[config.mk]
export PLATFORM = sky130hd
export DESIGN_NAME = sio_cfg_unlock
export DESIGN_NICKNAME = d
export VERILOG_FILES = /design/src/rtl/sio_cfg_pkg.sv /design/src/rtl/sio_unlock_seq.sv /design/src/rtl/sio_cfg_regs.sv /design/src/rtl/sio_cfg_unlock.sv
export SDC_FILE = /design/constraint.sdc
export NUM_CORES = 1
export LEC_CHECK = 0
export BUFFER_PORTS_ARGS = -buffer_cell sky130_fd_sc_hd__buf_4
export CORE_UTILIZATION = 45
export CTS_CLUSTER_SIZE = 16
export DETAILED_ROUTE_END_ITERATION = 10
export GPL_ROUTABILITY_DRIVEN = 0
export PLACE_DENSITY_LB_ADDON = 0.3
export REMOVE_ABC_BUFFERS = 1
export SLEW_MARGIN = 20
export SYNTH_ARGS = -nofsm -noshare
export SYNTH_HDL_FRONTEND = slang
export SYNTH_SLANG_ARGS = --single-unit
[constraint.sdc]
create_clock -name clk -period 5.4 [get_ports clk]
set_input_delay 0.27 -clock clk [delete_from_list [all_inputs] [get_ports clk]]
set_output_delay 0.27 -clock clk [all_outputs]
set_load 0.005 [all_outputs]
[src/rtl/sio_cfg_pkg.sv]
// Shared types and helpers for the configuration unlock controller.
// Assumes an 8-bit key byte stream that advances by a fixed shift rule.
package sio_cfg_pkg;

    typedef enum logic [1:0] {
        ST_IDLE   = 2'd0,
        ST_PREFIX = 2'd1,
        ST_KEY    = 2'd2,
        ST_OPEN   = 2'd3
    } unlock_st_e;

    // Next key byte: shift right, feedback bit0^bit1 into bit 7.
    function automatic logic [7:0] key_next(input logic [7:0] v);
        return {v[0] ^ v[1], v[7:1]};
    endfunction

endpackage

[src/rtl/sio_unlock_seq.sv]
// Two-stage unlock matcher. Stage one compares writes at the configuration
// port against a four-byte prefix whose last byte picks the base address.
// Stage two compares writes at that base against a generated key stream.
// Assumes one write per strobe cycle; writes to other addresses are ignored.
module sio_unlock_seq
    import sio_cfg_pkg::*;
#(
    parameter int                ADDR_W   = 16,
    parameter logic [ADDR_W-1:0] CFG_PORT = 16'h0279,
    parameter logic [ADDR_W-1:0] BASE_A   = 16'h03f0,
    parameter logic [ADDR_W-1:0] BASE_B   = 16'h03bd,
    parameter logic [7:0]        PFX0     = 8'h86,
    parameter logic [7:0]        PFX1     = 8'h80,
    parameter logic [7:0]        PFX2     = 8'h55,
    parameter logic [7:0]        SEL_A    = 8'h55,
    parameter logic [7:0]        SEL_B    = 8'haa,
    parameter logic [7:0]        KEY_SEED = 8'h6a,
    parameter int                KEY_LEN  = 32
) (
    input  logic              clk,
    input  logic              rst_n,
    input  logic              wr_en,
    input  logic [ADDR_W-1:0] wr_addr,
    input  logic [7:0]        wr_data,
    input  logic              exit_req,
    output logic              cfg_open,
    output logic [ADDR_W-1:0] base_addr
);

    localparam int                CNT_W    = $clog2(KEY_LEN);
    localparam logic [CNT_W-1:0]  STEP_ONE = CNT_W'(1);
    localparam logic [CNT_W-1:0]  STEP_TWO = CNT_W'(2);
    localparam logic [CNT_W-1:0]  STEP_SEL = CNT_W'(3);
    localparam logic [CNT_W-1:0]  STEP_END = CNT_W'(KEY_LEN - 1);

    unlock_st_e       st_q, st_d;
    logic [CNT_W-1:0] step_q, step_d;
    logic [7:0]       key_q, key_d;
    logic             sel_q, sel_d;
    logic             hit_cfg, hit_base;

    assign base_addr = sel_q ? BASE_B : BASE_A;
    assign hit_cfg   = wr_en && (wr_addr == CFG_PORT);
    assign hit_base  = wr_en && (wr_addr == base_addr);
    assign cfg_open  = (st_q == ST_OPEN);

    // Next-state logic of the prefix/key matcher.
    always_comb begin
        st_d   = st_q;
        step_d = step_q;
        key_d  = key_q;
        sel_d  = sel_q;
        case (st_q)
            ST_IDLE: begin
                if (hit_cfg && wr_data == PFX0) begin
                    st_d   = ST_PREFIX;
                    step_d = STEP_ONE;
                end
            end
            ST_PREFIX: begin
                if (hit_cfg) begin
                    if (step_q == STEP_ONE && wr_data == PFX1) begin
                        step_d = STEP_TWO;
                    end else if (step_q == STEP_TWO && wr_data == PFX2) begin
                        step_d = STEP_SEL;
                    end else if (step_q == STEP_SEL &&
                                 (wr_data == SEL_A || wr_data == SEL_B)) begin
                        st_d   = ST_KEY;
                        step_d = '0;
                        sel_d  = (wr_data == SEL_B);
                        key_d  = KEY_SEED;
                    end else if (wr_data == PFX0) begin
                        step_d = STEP_ONE;
                    end else begin
                        st_d   = ST_IDLE;
                        step_d = '0;
                    end
                end
            end
            ST_KEY: begin
                if (hit_base) begin
                    if (wr_data == key_q) begin
                        key_d = key_next(key_q);
                        if (step_q == STEP_END) begin
                            st_d   = ST_OPEN;
                            step_d = '0;
                        end else begin
                            step_d = step_q + 1'b1;
                        end
                    end else if (wr_data == KEY_SEED) begin
                        step_d = STEP_ONE;
                        key_d  = key_next(KEY_SEED);
                    end else begin
                        st_d   = ST_IDLE;
                        step_d = '0;
                    end
                end
            end
            ST_OPEN: begin
                if (exit_req) begin
                    st_d = ST_IDLE;
                end
            end
            default: st_d = ST_IDLE;
        endcase
    end

    // Matcher state registers.
    always_ff @(posedge clk) begin
        if (!rst_n) begin
            st_q   <= ST_IDLE;
            step_q <= '0;
            key_q  <= KEY_SEED;
            sel_q  <= 1'b0;
        end else begin
            st_q   <= st_d;
            step_q <= step_d;
            key_q  <= key_d;
            sel_q  <= sel_d;
        end
    end

endmodule

[src/rtl/sio_cfg_regs.sv]
// Index/data register file opened by the unlock matcher. The base address
// is the index port and base+1 is the data port. The logical device number
// banks the per-device registers; the global registers answer only on device 0.
// Assumes the matcher drops cfg_open on the cycle after exit_req.
module sio_cfg_regs #(
    parameter int         ADDR_W     = 16,
    parameter int         NUM_LDN    = 8,
    parameter logic [7:0] IDX_LDN    = 8'h07,
    parameter logic [7:0] IDX_CTRL   = 8'h02,
    parameter logic [7:0] IDX_DEVEN  = 8'h23,
    parameter logic [7:0] IDX_CLK    = 8'h24,
    parameter logic [7:0] IDX_ACT    = 8'h30,
    parameter logic [7:0] DEVEN_MASK = 8'h6f,
    parameter int         EXIT_BIT   = 1,
    parameter int         CLK_BIT    = 6,
    parameter int         SUSP_BIT   = 0
) (
    input  logic               clk,
    input  logic               rst_n,
    input  logic               cfg_open,
    input  logic [ADDR_W-1:0]  base_addr,
    input  logic               wr_en,
    input  logic [ADDR_W-1:0]  wr_addr,
    input  logic [7:0]         wr_data,
    output logic               exit_req,
    output logic [7:0]         dev_enable,
    output logic [NUM_LDN-1:0] dev_active,
    output logic               clk_sel_48,
    output logic               soft_suspend
);

    logic [7:0] index_q;
    logic [7:0] ldn_q;
    logic       idx_wr, dat_wr, glb_wr;

    assign idx_wr   = cfg_open && wr_en && (wr_addr == base_addr);
    assign dat_wr   = cfg_open && wr_en && (wr_addr == (base_addr + 1'b1));
    assign glb_wr   = dat_wr && (ldn_q == 8'h00);
    assign exit_req = glb_wr && (index_q == IDX_CTRL) && wr_data[EXIT_BIT];

    // Index pointer and logical device number.
    always_ff @(posedge clk) begin
        if (!rst_n) begin
            index_q <= 8'h00;
            ldn_q   <= 8'h00;
        end else begin
            if (idx_wr) begin
                index_q <= wr_data;
            end
            if (dat_wr && index_q == IDX_LDN) begin
                ldn_q <= wr_data;
            end
        end
    end

    // Global enable mask and clock/suspend register, device 0 only.
    always_ff @(posedge clk) begin
        if (!rst_n) begin
            dev_enable   <= 8'h00;
            clk_sel_48   <= 1'b0;
            soft_suspend <= 1'b0;
        end else if (glb_wr) begin
            if (index_q == IDX_DEVEN) begin
                dev_enable <= wr_data & DEVEN_MASK;
            end
            if (index_q == IDX_CLK) begin
                clk_sel_48   <= wr_data[CLK_BIT];
                soft_suspend <= wr_data[SUSP_BIT];
            end
        end
    end

    // One activate bit per logical device, selected by the bank number.
    for (genvar g = 0; g < NUM_LDN; g++) begin : g_act
        always_ff @(posedge clk) begin
            if (!rst_n) begin
                dev_active[g] <= 1'b0;
            end else if (dat_wr && index_q == IDX_ACT && ldn_q == 8'(g)) begin
                dev_active[g] <= wr_data[0];
            end
        end
    end

endmodule

[src/rtl/sio_cfg_unlock.sv]
// Top of the configuration unlock controller: connects the two-stage unlock
// matcher to the banked register file. Assumes a single-cycle write strobe.
module sio_cfg_unlock #(
    parameter int ADDR_W  = 16,
    parameter int NUM_LDN = 8,
    parameter int KEY_LEN = 32
) (
    input  logic               clk,
    input  logic               rst_n,
    input  logic               io_wr,
    input  logic [ADDR_W-1:0]  io_addr,
    input  logic [7:0]         io_wdata,
    output logic               cfg_mode,
    output logic [7:0]         dev_enable,
    output logic [NUM_LDN-1:0] dev_active,
    output logic               clk_sel_48,
    output logic               soft_suspend
);

    logic              exit_req;
    logic [ADDR_W-1:0] base_addr;

    sio_unlock_seq #(
        .ADDR_W (ADDR_W),
        .KEY_LEN(KEY_LEN)
    ) u_seq (
        .clk      (clk),
        .rst_n    (rst_n),
        .wr_en    (io_wr),
        .wr_addr  (io_addr),
        .wr_data  (io_wdata),
        .exit_req (exit_req),
        .cfg_open (cfg_mode),
        .base_addr(base_addr)
    );

    sio_cfg_regs #(
        .ADDR_W (ADDR_W),
        .NUM_LDN(NUM_LDN)
    ) u_regs (
        .clk         (clk),
        .rst_n       (rst_n),
        .cfg_open    (cfg_mode),
        .base_addr   (base_addr),
        .wr_en       (io_wr),
        .wr_addr     (io_addr),
        .wr_data     (io_wdata),
        .exit_req    (exit_req),
        .dev_enable  (dev_enable),
        .dev_active  (dev_active),
        .clk_sel_48  (clk_sel_48),
        .soft_suspend(soft_suspend)
    );

endmodule

# --- Yosys cells after proc, flatten, opt, wreduce, memory -nomap -nowiden ---
# Index checks and enable logic that the tools add are counted.
totals:
  wordCells: 126
  reg_bits: 48
  out_inout_bits: 19
op_classes:
  add_sub_neg: 2
  bitwise_logic: 3
  eq_ne: 39
  n_mux: 32
  reduce_logical: 33
ops:
  columns: ["cell", "count"]
  rows:
  - ["$mux W8", 7]
  - ["$eq A8 B3 Y1 const B", 5]
  - ["$mux W5", 8]
  - ["$eq A8 B2 Y1 const B", 3]
  - ["$eq A8 B6 Y1 const B", 3]
  - ["$eq A8 B8 Y1 const B", 3]
  - ["$logic_and A1 B1 Y1", 22]
  - ["$mux W2", 11]
  - ["$eq A16 B10 Y1", 1]
  - ["$eq A16 B10 Y1 const B", 1]
  - ["$eq A16 B16 Y1", 1]
  - ["$eq A8 B7 Y1 const B", 2]
  - ["$pmux W8 S2", 1]
  - ["$pmux W5 S3", 1]
  - ["$add A10 B1 Y11 const B", 1]
  - ["$eq A5 B2 Y1 const B", 2]
  - ["$reduce_and A9 Y1", 1]
  - ["$eq A8 B1 Y1 const B", 1]
  - ["$eq A8 B8 Y1", 1]
  - ["$logic_not A8 Y1", 1]
  - ["$ne A2 B1 Y1 const B", 4]
  - ["$pmux W2 S4", 1]
  - ["$mux W7", 1]
  - ["$reduce_and A7 Y1", 1]
  - ["19 further kinds", 26]

# --- Depth between registers and ports, before layout ---
# Gate-level depths: netlist (run 1).
depth:
  depth_word: 9
  depth_mapped: 8
  mapped_depth_nobuf: 8

# --- Hierarchy ---
# A second synthesis (run 1) with hierarchy kept.
hier_totals:
  hier_cells: 436
  area_unflattened_um2: 3633.5
by_module_without_submodules:
  columns: ["module", "cells_each", "area_each_um2", "n_inst", "seq_area_each_um2"]
  rows:
  - ["sio_cfg_regs", 251, 2147.1, 1, 640.6]
  - ["sio_unlock_seq", 185, 1486.4, 1, 320.3]

# --- Least setup slack after synthesis (run 1) ---
# OpenSTA, ideal clock, no wires.
synth_timing:
  path_type: "in2reg"
  start: "input io_addr[11]"
  end: "register u_regs.dev_active[5]"
  arrival_time_ns: 2.330
  path_buffers: 1
  stages: 7
  setup_ns: 0.120
  slack_ns: 2.950
  cell_sequence: "or4_4 or4_4 buf_6 or4_4 nor3b_4 nand3_1 mux2i_1"
synth_between:
  elab_chain_len: 4
synth_rtl:
  columns: ["item", "line", "source"]
  rows:
  - ["from (decl)", "sio_cfg_unlock.sv:11", "input logic [ADDR_W-1:0] io_addr,"]
  - ["$eq A16 B16 Y1", "sio_cfg_regs.sv:37", "assign dat_wr = cfg_open && wr_en && (wr_addr == (base_addr + 1'b1));"]
  - ["$logic_and A1 B1 Y1", "sio_cfg_regs.sv:37", null]
  - ["$logic_and A1 B1 Y1 (2 in a row)", "sio_cfg_regs.sv:78", "end else if (dat_wr && index_q == IDX_ACT && ldn_q == 8'(g)) begin"]
  - ["to (signal, indexed assignment)", "sio_cfg_regs.sv:79", "dev_active[g] <= wr_data[0];"]
  - ["to (decl)", "sio_cfg_regs.sv:27", "output logic [NUM_LDN-1:0] dev_active,"]
# Every way passes these cells.
# A chain may end at the register's enable or synchronous reset.

# --- Final worst setup path (run 1) ---
layout_timing:
  start: "register u_seq.key_q[7]"
  end: "register u_seq.step_q[0]"
layout_between:
  elab_chain_len: 4
layout_rtl:
  columns: ["item", "line", "source"]
  rows:
  - ["from (decl)", "sio_unlock_seq.sv:38", "logic [7:0] key_q, key_d;"]
  - ["from (signal assigned)", "sio_unlock_seq.sv:118", "key_q <= key_d;"]
  - ["$eq A8 B8 Y1", "sio_unlock_seq.sv:82", "if (wr_data == key_q) begin"]
  - ["$mux W5", "sio_unlock_seq.sv:82", null]
  - ["$mux W5", "sio_unlock_seq.sv:81", "if (hit_base) begin"]
  - ["$pmux W5 S3", "sio_unlock_seq.sv:53", "case (st_q)"]
  - ["to (signal assigned)", "sio_unlock_seq.sv:117", "step_q <= step_d;"]
  - ["to (decl)", "sio_unlock_seq.sv:37", "logic [CNT_W-1:0] step_q, step_d;"]
# Every way passes these cells. The select of a mux whose other input is x is not followed.

==> impl_metrics.csv, run 1 <==
group,metric,value,unit
timing,period_minus_slack,2.64,ns
cells_and_area,layout_commonest_cell,"dfxtp_1",
setup_path,cp_max_fo,7,
power_and_ir_drop,p_int,511,µW
power_and_ir_drop,clkPwrFrac,40.9,%
yosys,ys_ff_latch,48,
place,post-dp-hpwl,4790,µm
grt,antenna_found_initial,0,
clock_tree,htree_levels,2,
grt,grt-ovfl-total,0,
timing,slew_violations,0,
yosys,synth_top_area_share,34.7,%
grt,gr-usage-all-layers,21.3,%
route,vias,2456,
grt,grt_pass1_wl,10700,µm
route,drt-total-wl,6520,µm
clock_tree,ctsHoldBuffers,0,
cells_and_area,diodes,0,
grt,first_global_vias,2277,
route,viasPerCell,5.72,
setup_path,critPathBufInv,0,
timing,setup_tns,0,ns
floorplan,die_h,80.4,µm
setup_path,crit_arrival,2.81,ns
floorplan,initial_utilization,46.7,%
timing,finalCritPeriodShare,48.9,%
yosys,yosys_warnings,0,
setup_path,cpPeakStageDelay,0.83,ns
cells_and_area,nNetsFinal,388,
floorplan,core,0.00592,mm²
setup_path,critical_path.cell_chain,"xor2_1, nor4_1, nand2_1, mux2_2, a2111oi_0, a211oi_1",
timing,whs,0.251,ns
yosys,synth_cell_types,58,
route,drt_iter0_markers,151,
timing,setup_viol,0,
yosys,synthTopCellsByArea,"dfxtp_1 (35%), mux2i_1 (13%), nor2_1 (5.0%)",
clock_tree,cts.reportedPaths.clkPinSlew,0.09,ns
timing,rsz0062_at_grt,"false",
floorplan,num_io_pins,46,
clock_tree,cts_tree,"done",
yosys,synth_ff_type,"dfxtp_1",
cells_and_area,mostFrequentLayoutCells,"dfxtp_1 (48), buf_4 (43), nor2_1 (37), mux2i_1 (37), nand2_1 (24)",
route,drc,0,
clock_tree,cts.path.max_buffers,2,
power_and_ir_drop,power_density,208,mW/mm²
power_and_ir_drop,ir_drop,0.148,mV
floorplan,rows,28,
setup_path,critPathSlowestCell,"nor4_1",
clock_tree,postCtsResizedCells,0,
timing,worstMarginPinSlew,0.953,ns
setup_path,rrSetupSlack,2.76,ns
setup_path,cp_top_family,"simple AND/OR/NAND/NOR gates",
setup_path,critical_path_class,"register to register",
cells_and_area,fillers,547,
yosys,synthCells,316,
setup_path,required,5.57,ns
cells_and_area,drive_gt1_share,17.8,%
power_and_ir_drop,netSwitchingFraction,23.7,%
floorplan,die_x,80.4,µm
route,dr.pass1.iters,4,
yosys,synth-edff-count,0,
setup_path,end_kind,"register",
floorplan,die-area,0.00647,mm²
yosys,yosys.area.top_type,"dfxtp_1",
yosys,syn_area,0.00277,mm²
clock_tree,cts_made_buffers,5,
job,timing.max_cap.violations,0,
cells_and_area,utilization,54.5,%
clock_tree,clk_root_buffer_cell,"clkbuf_8",
clock_tree,cts_sinks,48,
timing,clock_skew,0.00661,ns
clock_tree,cts_setup_buffers,0,
setup_path,cp-start-kind,"register",
yosys,ys_seq_area_share,34.7,%
timing,slew_headroom,35.9,%
power_and_ir_drop,combPwrFrac,6.3,%
cells_and_area,multi_input_area,0.00169,mm²
hold_path,hp-class,"input port to register",
timing,finalHoldViolCount,0,
status,outcome,"complete, no violations",
timing,max_freq,0.379,GHz
cells_and_area,syn_to_final_growth,16.5,%
power_and_ir_drop,p_sw,159,µW
route,postRouteAntennaNets,0,
yosys,async_flop_share,0,%
power_and_ir_drop,power.leakage,1.40,nW
place,portBuffers,43,
yosys,synth.avg_cell_area,8.76,µm²
grt,grt_max_degree,38,
cells_and_area,regArea,961,µm²
clock_tree,insertion_delay,0.31,ns
route,post_drt_wl_per_cell,15.2,µm
power_and_ir_drop,pwr-share-seq,52.8,%
## cell usage after synthesis, drive strengths merged (4+ instances only)
master  count
mux2i      37
o21ai       7
nand4       7
ha          8
xor2       10
nand2b      5
a21oi       9
dfxtp      48
or4         8
nand4b      4
nor2       37
nand3      17
nor4        8
nand2      24
inv        10
o211ai      5
buf         5
nor3       10
nor2b       5
clkbuf      7
## final timing paths
kind                                                   startpoint                                end  cells after the start
worst max register to register        u_seq.key_q[7]$_SDFFE_PN0P_       u_seq.step_q[0]$_SDFFE_PN0P_                      6
worst min register to register  u_regs.dev_active[6]$_SDFFE_PN0P_  u_regs.dev_active[6]$_SDFFE_PN0P_                      2
worst max-delay path                  u_seq.key_q[7]$_SDFFE_PN0P_       u_seq.step_q[0]$_SDFFE_PN0P_                      6
worst min-delay path                                  io_wdata[4]     u_regs.index_q[4]$_SDFFE_PN0P_                      3
## routing by layer
| layer | global-route usage, % | wire length, µm | up-vias |
|---|---|---|---|
| li1 | - | - | 1229 |
| met1 | 28.5 | 3190 | 1163 |
| met2 | 35.9 | 3020 | 59 |
| met3 | 3.86 | 279 | 5 |
| met4 | 3.57 | 33 | 0 |
| met5 | 0 | 0 | - |
## per-stage QoR
step / instance area (µm²) / power [mW] / setup WS, ns / cells
after floorplan: 2690 / 0.375 / 3.01 / 303
after global placement: 3110 / 0.403 / 2.70 / 421
after detailed placement: 3110 / 0.404 / 2.66 / 421
after CTS: 3220 / 0.672 / 2.76 / 429
after global routing: 3220 / 0.694 / 2.55 / 429
final: 3220 / 0.670 / 2.76 / 429
## worst register-to-register path, delay by kind of cell (launching register included)
kind	cells	cell delay, ns
simple gates	2	1.17
compound gates	2	0.51
mux	1	0.35
flops	1	0.34
xor+xnor	1	0.14
## cell type report
cell class	instances	share of cell area (%)
multi-input cells	245	52.5
clock buffers	5	2.13
inverters	10	1.16
repair buffers	43	10.0
flip-flops and latches	48	29.8
well taps	75	2.91
clock inverters	3	1.44
## kinds of logic after synthesis
kind of cell / share of synthesized area (%)
other cells: 0.135
simple gates: 29.3
fa+ha+maj: 3.62
buf+inv: 4.20
compound gates: 10.6
mux: 14.2
flops: 34.7
xor+xnor: 3.16
## sequential cells by signal, indices dropped and copies added (netlist names)
| register | count |
|---|---|
| u_regs.dev_active | 8 |
| u_regs.index_q | 8 |
| u_regs.ldn_q | 8 |
| u_seq.key_q | 8 |
| u_regs.dev_enable | 6 |
| u_seq.step_q | 5 |
| u_seq.st_q | 2 |
| u_regs.clk_sel_48 | 1 |
| u_regs.soft_suspend | 1 |
| u_seq.sel_q | 1 |
## power groups by stage
stage	clock [mW]	combinational [mW]	sequential [mW]
floorplan	0	0.0131	0.362
finish	0.274	0.0422	0.354
global route	0.294	0.0464	0.354
CTS	0.276	0.0422	0.354
detailed placement	0	0.0421	0.362
global placement	0	0.0415	0.362
No activity file was read; power rests on OpenSTA's default activity.
==> run 2: changes to the inputs <==
==> constraint.sdc (replaced) <==
create_clock -name clk -period 2.7 [get_ports clk]
set_input_delay 0.135 -clock clk [delete_from_list [all_inputs] [get_ports clk]]
set_output_delay 0.135 -clock clk [all_outputs]
set_load 0.005 [all_outputs]
==> impl_metrics.csv, run 2 (same netlist as run 1, synthesis figures left out) <==
group,metric,value,unit
floorplan,initial_utilization,46.7,%
route,post_drt_wl_per_cell,15.3,µm
grt,antenna_found_initial,0,
power_and_ir_drop,total_power,1.33,mW
route,dr.pass1.iters,4,
cells_and_area,layout_commonest_cell,"buf_4",
floorplan,core,0.00592,mm²
grt,grt_pass1_wl,10700,µm
cells_and_area,nNetsFinal,394,
status,outcome,"complete, no violations",
timing,rsz0062_at_grt,"false",
setup_path,cp_max_fo,6,
floorplan,die_h,80.4,µm
route,viasPerCell,5.69,
route,drt-total-wl,6640,µm
setup_path,critPathBufInv,0,
power_and_ir_drop,ir_drop,0.227,mV
grt,first_global_vias,2234,
cells_and_area,drive_gt1_share,19.2,%
timing,slew_violations,0,
timing,setup_viol,0,
clock_tree,htree_levels,2,
setup_path,critPathSlowestCell,"or4b_1",
place,post-dp-hpwl,4880,µm
cells_and_area,fillers,569,
cells_and_area,multi_input_area,0.00169,mm²
power_and_ir_drop,power.leakage,1.43,nW
timing,clock_skew,0.00597,ns
floorplan,rows,28,
cells_and_area,diodes,0,
setup_path,required,2.90,ns
timing,slew_headroom,50.7,%
clock_tree,insertion_delay,0.31,ns
route,postRouteAntennaNets,0,
timing,max_freq,0.425,GHz
timing,period_minus_slack,2.36,ns
cells_and_area,regArea,961,µm²
route,vias,2477,
setup_path,cp-start-kind,"register",
grt,grt_max_degree,38,
timing,finalCritPeriodShare,87.2,%
floorplan,num_io_pins,46,
place,portBuffers,43,
route,drc,0,
timing,finalHoldViolCount,0,
setup_path,end_kind,"register",
clock_tree,cts_made_buffers,5,
setup_path,crit_arrival,2.56,ns
clock_tree,cts_sinks,48,
place,place_inst,427,
cells_and_area,utilization,55.2,%
setup_path,critical_path.cell_chain,"or4b_1, a21o_1, or4_4, nor3_2, nand3_1, mux2i_1",
timing,worstMarginPinSlew,0.733,ns
clock_tree,clk_root_buffer_cell,"clkbuf_8",
grt,grt-ovfl-total,0,
hold_path,hp-class,"input port to register",
cells_and_area,mostFrequentLayoutCells,"buf_4 (49), dfxtp_1 (48), nor2_1 (37), mux2i_1 (37), nand2_1 (24)",
clock_tree,ctsHoldBuffers,0,
timing,setup_tns,0,ns
clock_tree,cts_setup_buffers,0,
clock_tree,postCtsResizedCells,0,
floorplan,die-area,0.00647,mm²
cells_and_area,syn_to_final_growth,18.1,%
setup_path,critical_path_class,"register to register",
clock_tree,cts.reportedPaths.clkPinSlew,0.10,ns
grt,gr-usage-all-layers,21.4,%
route,drt_iter0_markers,186,
setup_path,cp_top_family,"simple AND/OR/NAND/NOR gates",
job,timing.max_cap.violations,0,
clock_tree,cts_tree,"done",
cells_and_area,final_cells,435,
timing,whs,0.125,ns
setup_path,rrSetupSlack,0.34,ns
power_and_ir_drop,power_density,408,mW/mm²
clock_tree,cts.path.max_buffers,2,
setup_path,cpPeakStageDelay,0.56,ns
floorplan,die_x,80.4,µm
run 2: report_power, final:
group	total, mW	internal, mW	switching [mW]
registers	0.707	0.707	0.000000549
clock network	0.540	0.279	0.261
logic	0.0872	0.0370	0.0501
total	1.33	1.02	0.311
run 2: layout make-up:
cell class | count | share of cell area (%)
inverters | 10 | 1.15
clock buffers | 5 | 2.10
clock inverters | 3 | 1.42
repair buffers | 49 | 11.3
well taps | 75 | 2.87
multi-input cells | 245 | 51.8
flip-flops and latches | 48 | 29.4
run 2: worst paths after layout:
kind / from / depth (start not counted) / to
max: u_seq.sel_q$_SDFFE_PN0P_ / 6 / u_regs.dev_active[3]$_SDFFE_PN0P_
min: io_wdata[7] / 3 / u_regs.index_q[7]$_SDFFE_PN0P_
max reg2reg: u_seq.sel_q$_SDFFE_PN0P_ / 6 / u_regs.dev_active[3]$_SDFFE_PN0P_
min reg2reg: u_regs.dev_active[4]$_SDFFE_PN0P_ / 2 / u_regs.dev_active[4]$_SDFFE_PN0P_
run 2: stage by stage:
stage / instance area, µm² / setup slack, ns
finish: 3270 / 0.345
global route: 3270 / 0.235
CTS: 3270 / 0.347
detailed placement: 3150 / 0.201
global placement: 3150 / 0.236
floorplan: 2690 / 0.440
run 2: worst reg2reg max path: stages, from the launching register on:
cell and delay (ns):
dfxtp_1 0.38, or4b_1 0.56, a21o_1 0.26, or4_4 0.53, nor3_2 0.25, nand3_1 0.14, mux2i_1 0.14
run 2: routing by layer:
metal	up-vias	track usage, %	share of wire, %
met1	1171	30.0	49
met4	0	4.29	0.87
li1	1242	-	-
met2	58	34.0	45
met3	6	3.98	4.6
met5	-	0	0
==> run 3: changes to the inputs <==
--- a/config.mk
+++ b/config.mk
@@ -6,6 +6,7 @@
 export NUM_CORES = 1
 export LEC_CHECK = 0
 export BUFFER_PORTS_ARGS = -buffer_cell sky130_fd_sc_hd__buf_4
+export CORE_ASPECT_RATIO = 1.2
 export CORE_UTILIZATION = 45
 export CTS_CLUSTER_SIZE = 16
 export DETAILED_ROUTE_END_ITERATION = 10
==> constraint.sdc (replaced) <==
create_clock -name clk -period 2.7 [get_ports clk]
set_input_delay 0.54 -clock clk [delete_from_list [all_inputs] [get_ports clk]]
set_output_delay 0.54 -clock clk [all_outputs]
set_load 0.005 [all_outputs]
==> impl_metrics.csv, run 3 (same netlist as run 1, synthesis figures left out) <==
group,metric,value,unit
status,outcome,"complete, no violations",
timing,max_freq,0.394,GHz
grt,grt_max_degree,38,
clock_tree,cts_made_buffers,5,
setup_path,crit_top_cell,"or4_4",
hold_path,hp-class,"register to register",
setup_path,ff2ff_path_depth,6,
timing,clock_skew,0.0172,ns
route,drc,0,
floorplan,initial_utilization,47.9,%
route,postRouteAntennaNets,0,
grt,gr-usage-all-layers,22.6,%
cells_and_area,layout_commonest_cell,"buf_4",
cells_and_area,syn_to_final_growth,23.8,%
setup_path,critPathSlowestCell,"or4_4",
route,met1_length,2820,µm
clock_tree,cts_tree,"done",
power_and_ir_drop,power_density,416,mW/mm²
setup_path,rrSetupSlack,0.36,ns
hold_path,hp-start,"u_regs.dev_active[6]$_SDFFE_PN0P_",
setup_path,cpPeakStageDelay,0.56,ns
floorplan,die-area,0.00647,mm²
setup_path,critical_path_class,"input port to register",
clock_tree,insertion_delay,0.30,ns
timing,finalHoldViolCount,0,
cells_and_area,fillers,531,
setup_path,reg2reg_from,"u_seq.sel_q$_SDFFE_PN0P_",
timing,worstMarginPinSlew,0.739,ns
timing,slew_headroom,50.0,%
grt,antenna_found_initial,0,
timing,worst_slack,0.161,ns
route,post_drt_wl_per_cell,14.9,µm
route,viasPerCell,5.59,
clock_tree,cts_sinks,48,
setup_path,r2r_end,"u_seq.st_q[1]$_SDFFE_PN0P_",
timing,finalCritPeriodShare,94.0,%
route,wl_met3,257,µm
clock_tree,cts.reportedPaths.clkPinSlew,0.09,ns
cells_and_area,utilization,59.3,%
hold_path,holdPathStages,2,
grt,first_global_vias,2497,
setup_path,crit_arrival,2.76,ns
floorplan,num_io_pins,46,
timing,rsz0062_at_grt,"false",
setup_path,required,2.92,ns
place,place_ws,-0.167,ns
timing,setup_viol,0,
place,portBuffers,43,
setup_path,cp-start-kind,"input port",
power_and_ir_drop,power.leakage,1.52,nW
clock_tree,cts.path.max_buffers,2,
place,post-dp-hpwl,5140,µm
cells_and_area,diodes,0,
setup_path,end_kind,"register",
timing,period_minus_slack,2.54,ns
cells_and_area,nNetsFinal,411,
route,vias,2556,
floorplan,core,0.00578,mm²
floorplan,die_h,87.9,µm
route,drt-total-wl,6820,µm
floorplan,rows,30,
grt,grt_pass1_wl,11400,µm
grt,grt-ovfl-total,0,
route,route.met2.wl,3620,µm
route,top_layer,"met4",
timing,whs,0.463,ns
setup_path,cp_max_fo,5,
job,timing.max_cap.violations,0,
cells_and_area,regArea,961,µm²
clock_tree,htree_levels,2,
route,drt_iter0_markers,192,
hold_path,hold_end,"u_regs.dev_active[6]$_SDFFE_PN0P_",
route,dr.pass1.iters,4,
cells_and_area,multi_input_area,0.00170,mm²
setup_path,critical_path.cell_chain,"buf_4, or4_4, or4_4, or4_4, nor3_2, nand3_1, a21oi_1",
clock_tree,clk_root_buffer_cell,"clkbuf_8",
timing,slew_violations,0,
cells_and_area,drive_gt1_share,22.8,%
clock_tree,ctsHoldBuffers,0,
power_and_ir_drop,ir_drop,0.224,mV
cells_and_area,mostFrequentLayoutCells,"buf_4 (66), dfxtp_1 (48), nor2_1 (37), mux2i_1 (37), nand2_1 (24)",
floorplan,die_x,73.6,µm
-- run 3: cell types whose count changed in the layout (fill, tap and decap cells not counted), sizes merged --
cell / previous run / this run
buf: 49 / 66
clkinvlp: 1 / 0
bufinv: 1 / 2
-- run 3: worst max path at each step --
stage | start | endpoint | slack [ns] | cells after the start
floorplan | io_addr[11] | u_regs.dev_active[5]$_SDFFE_PN0P_ | 0.04 | 6
global placement | io_addr[11] | u_regs.dev_active[1]$_SDFFE_PN0P_ | -0.13 | 7
detailed placement | io_addr[11] | u_seq.step_q[0]$_SDFFE_PN0P_ | -0.17 | 8
CTS | io_addr[11] | u_seq.step_q[0]$_SDFFE_PN0P_ | 0.16 | 8
global route | io_addr[11] | u_seq.st_q[1]$_SDFFE_PN0P_ | 0.03 | 7
finish | io_addr[11] | u_regs.dev_active[0]$_SDFFE_PN0P_ | 0.16 | 7
-- run 3: cell type report --
type	count	area share, %
clock inverter	3	2.01
clock buffer	5	2.01
inverter	10	1.10
multi-input combinational	245	49.5
timing repair buffer	66	14.5
sequential	48	28.0
tap	80	2.92
-- run 3: routing by layer --
metal  GRT usage [%]  vias to the layer above
li1                -                     1273
met1            26.8                     1207
met2            40.6                       65
met3            2.88                       11
met4            9.27                        0
met5               0                        -
-- run 3: through the flow --
stage / cell area [µm²] / power, mW / std cells / TNS (ns)
3_5_place_dp: 3290 / 0.814 / 449 / -1.83
4_1_cts: 3430 / 1.44 / 457 / 0
3_3_place_gp: 3290 / 0.813 / 449 / -1.29
2_1_floorplan: 2690 / 0.750 / 303 / 0
5_1_grt: 3430 / 1.47 / 457 / 0
6_report: 3430 / 1.42 / 457 / 0
-- run 3: what timing repair did --
item                                    in CTS  in global routing
gates resized for setup                      0                  1
endpoints found under the setup margin       0                  1
buffers inserted                             0                  0
-- run 3: power by group --
part           internal [mW]  switching [mW]
logic                 0.0406          0.0501
clock network          0.373           0.253
registers              0.707     0.000000534
total                   1.12           0.303
-- run 3: critical path: cells and delay by family --
kind                   cells  cell delay (ns)
AND/OR/NAND/NOR            5             1.92
AO/OA/AOI/OAI              1             0.19
buffers and inverters      1             0.11
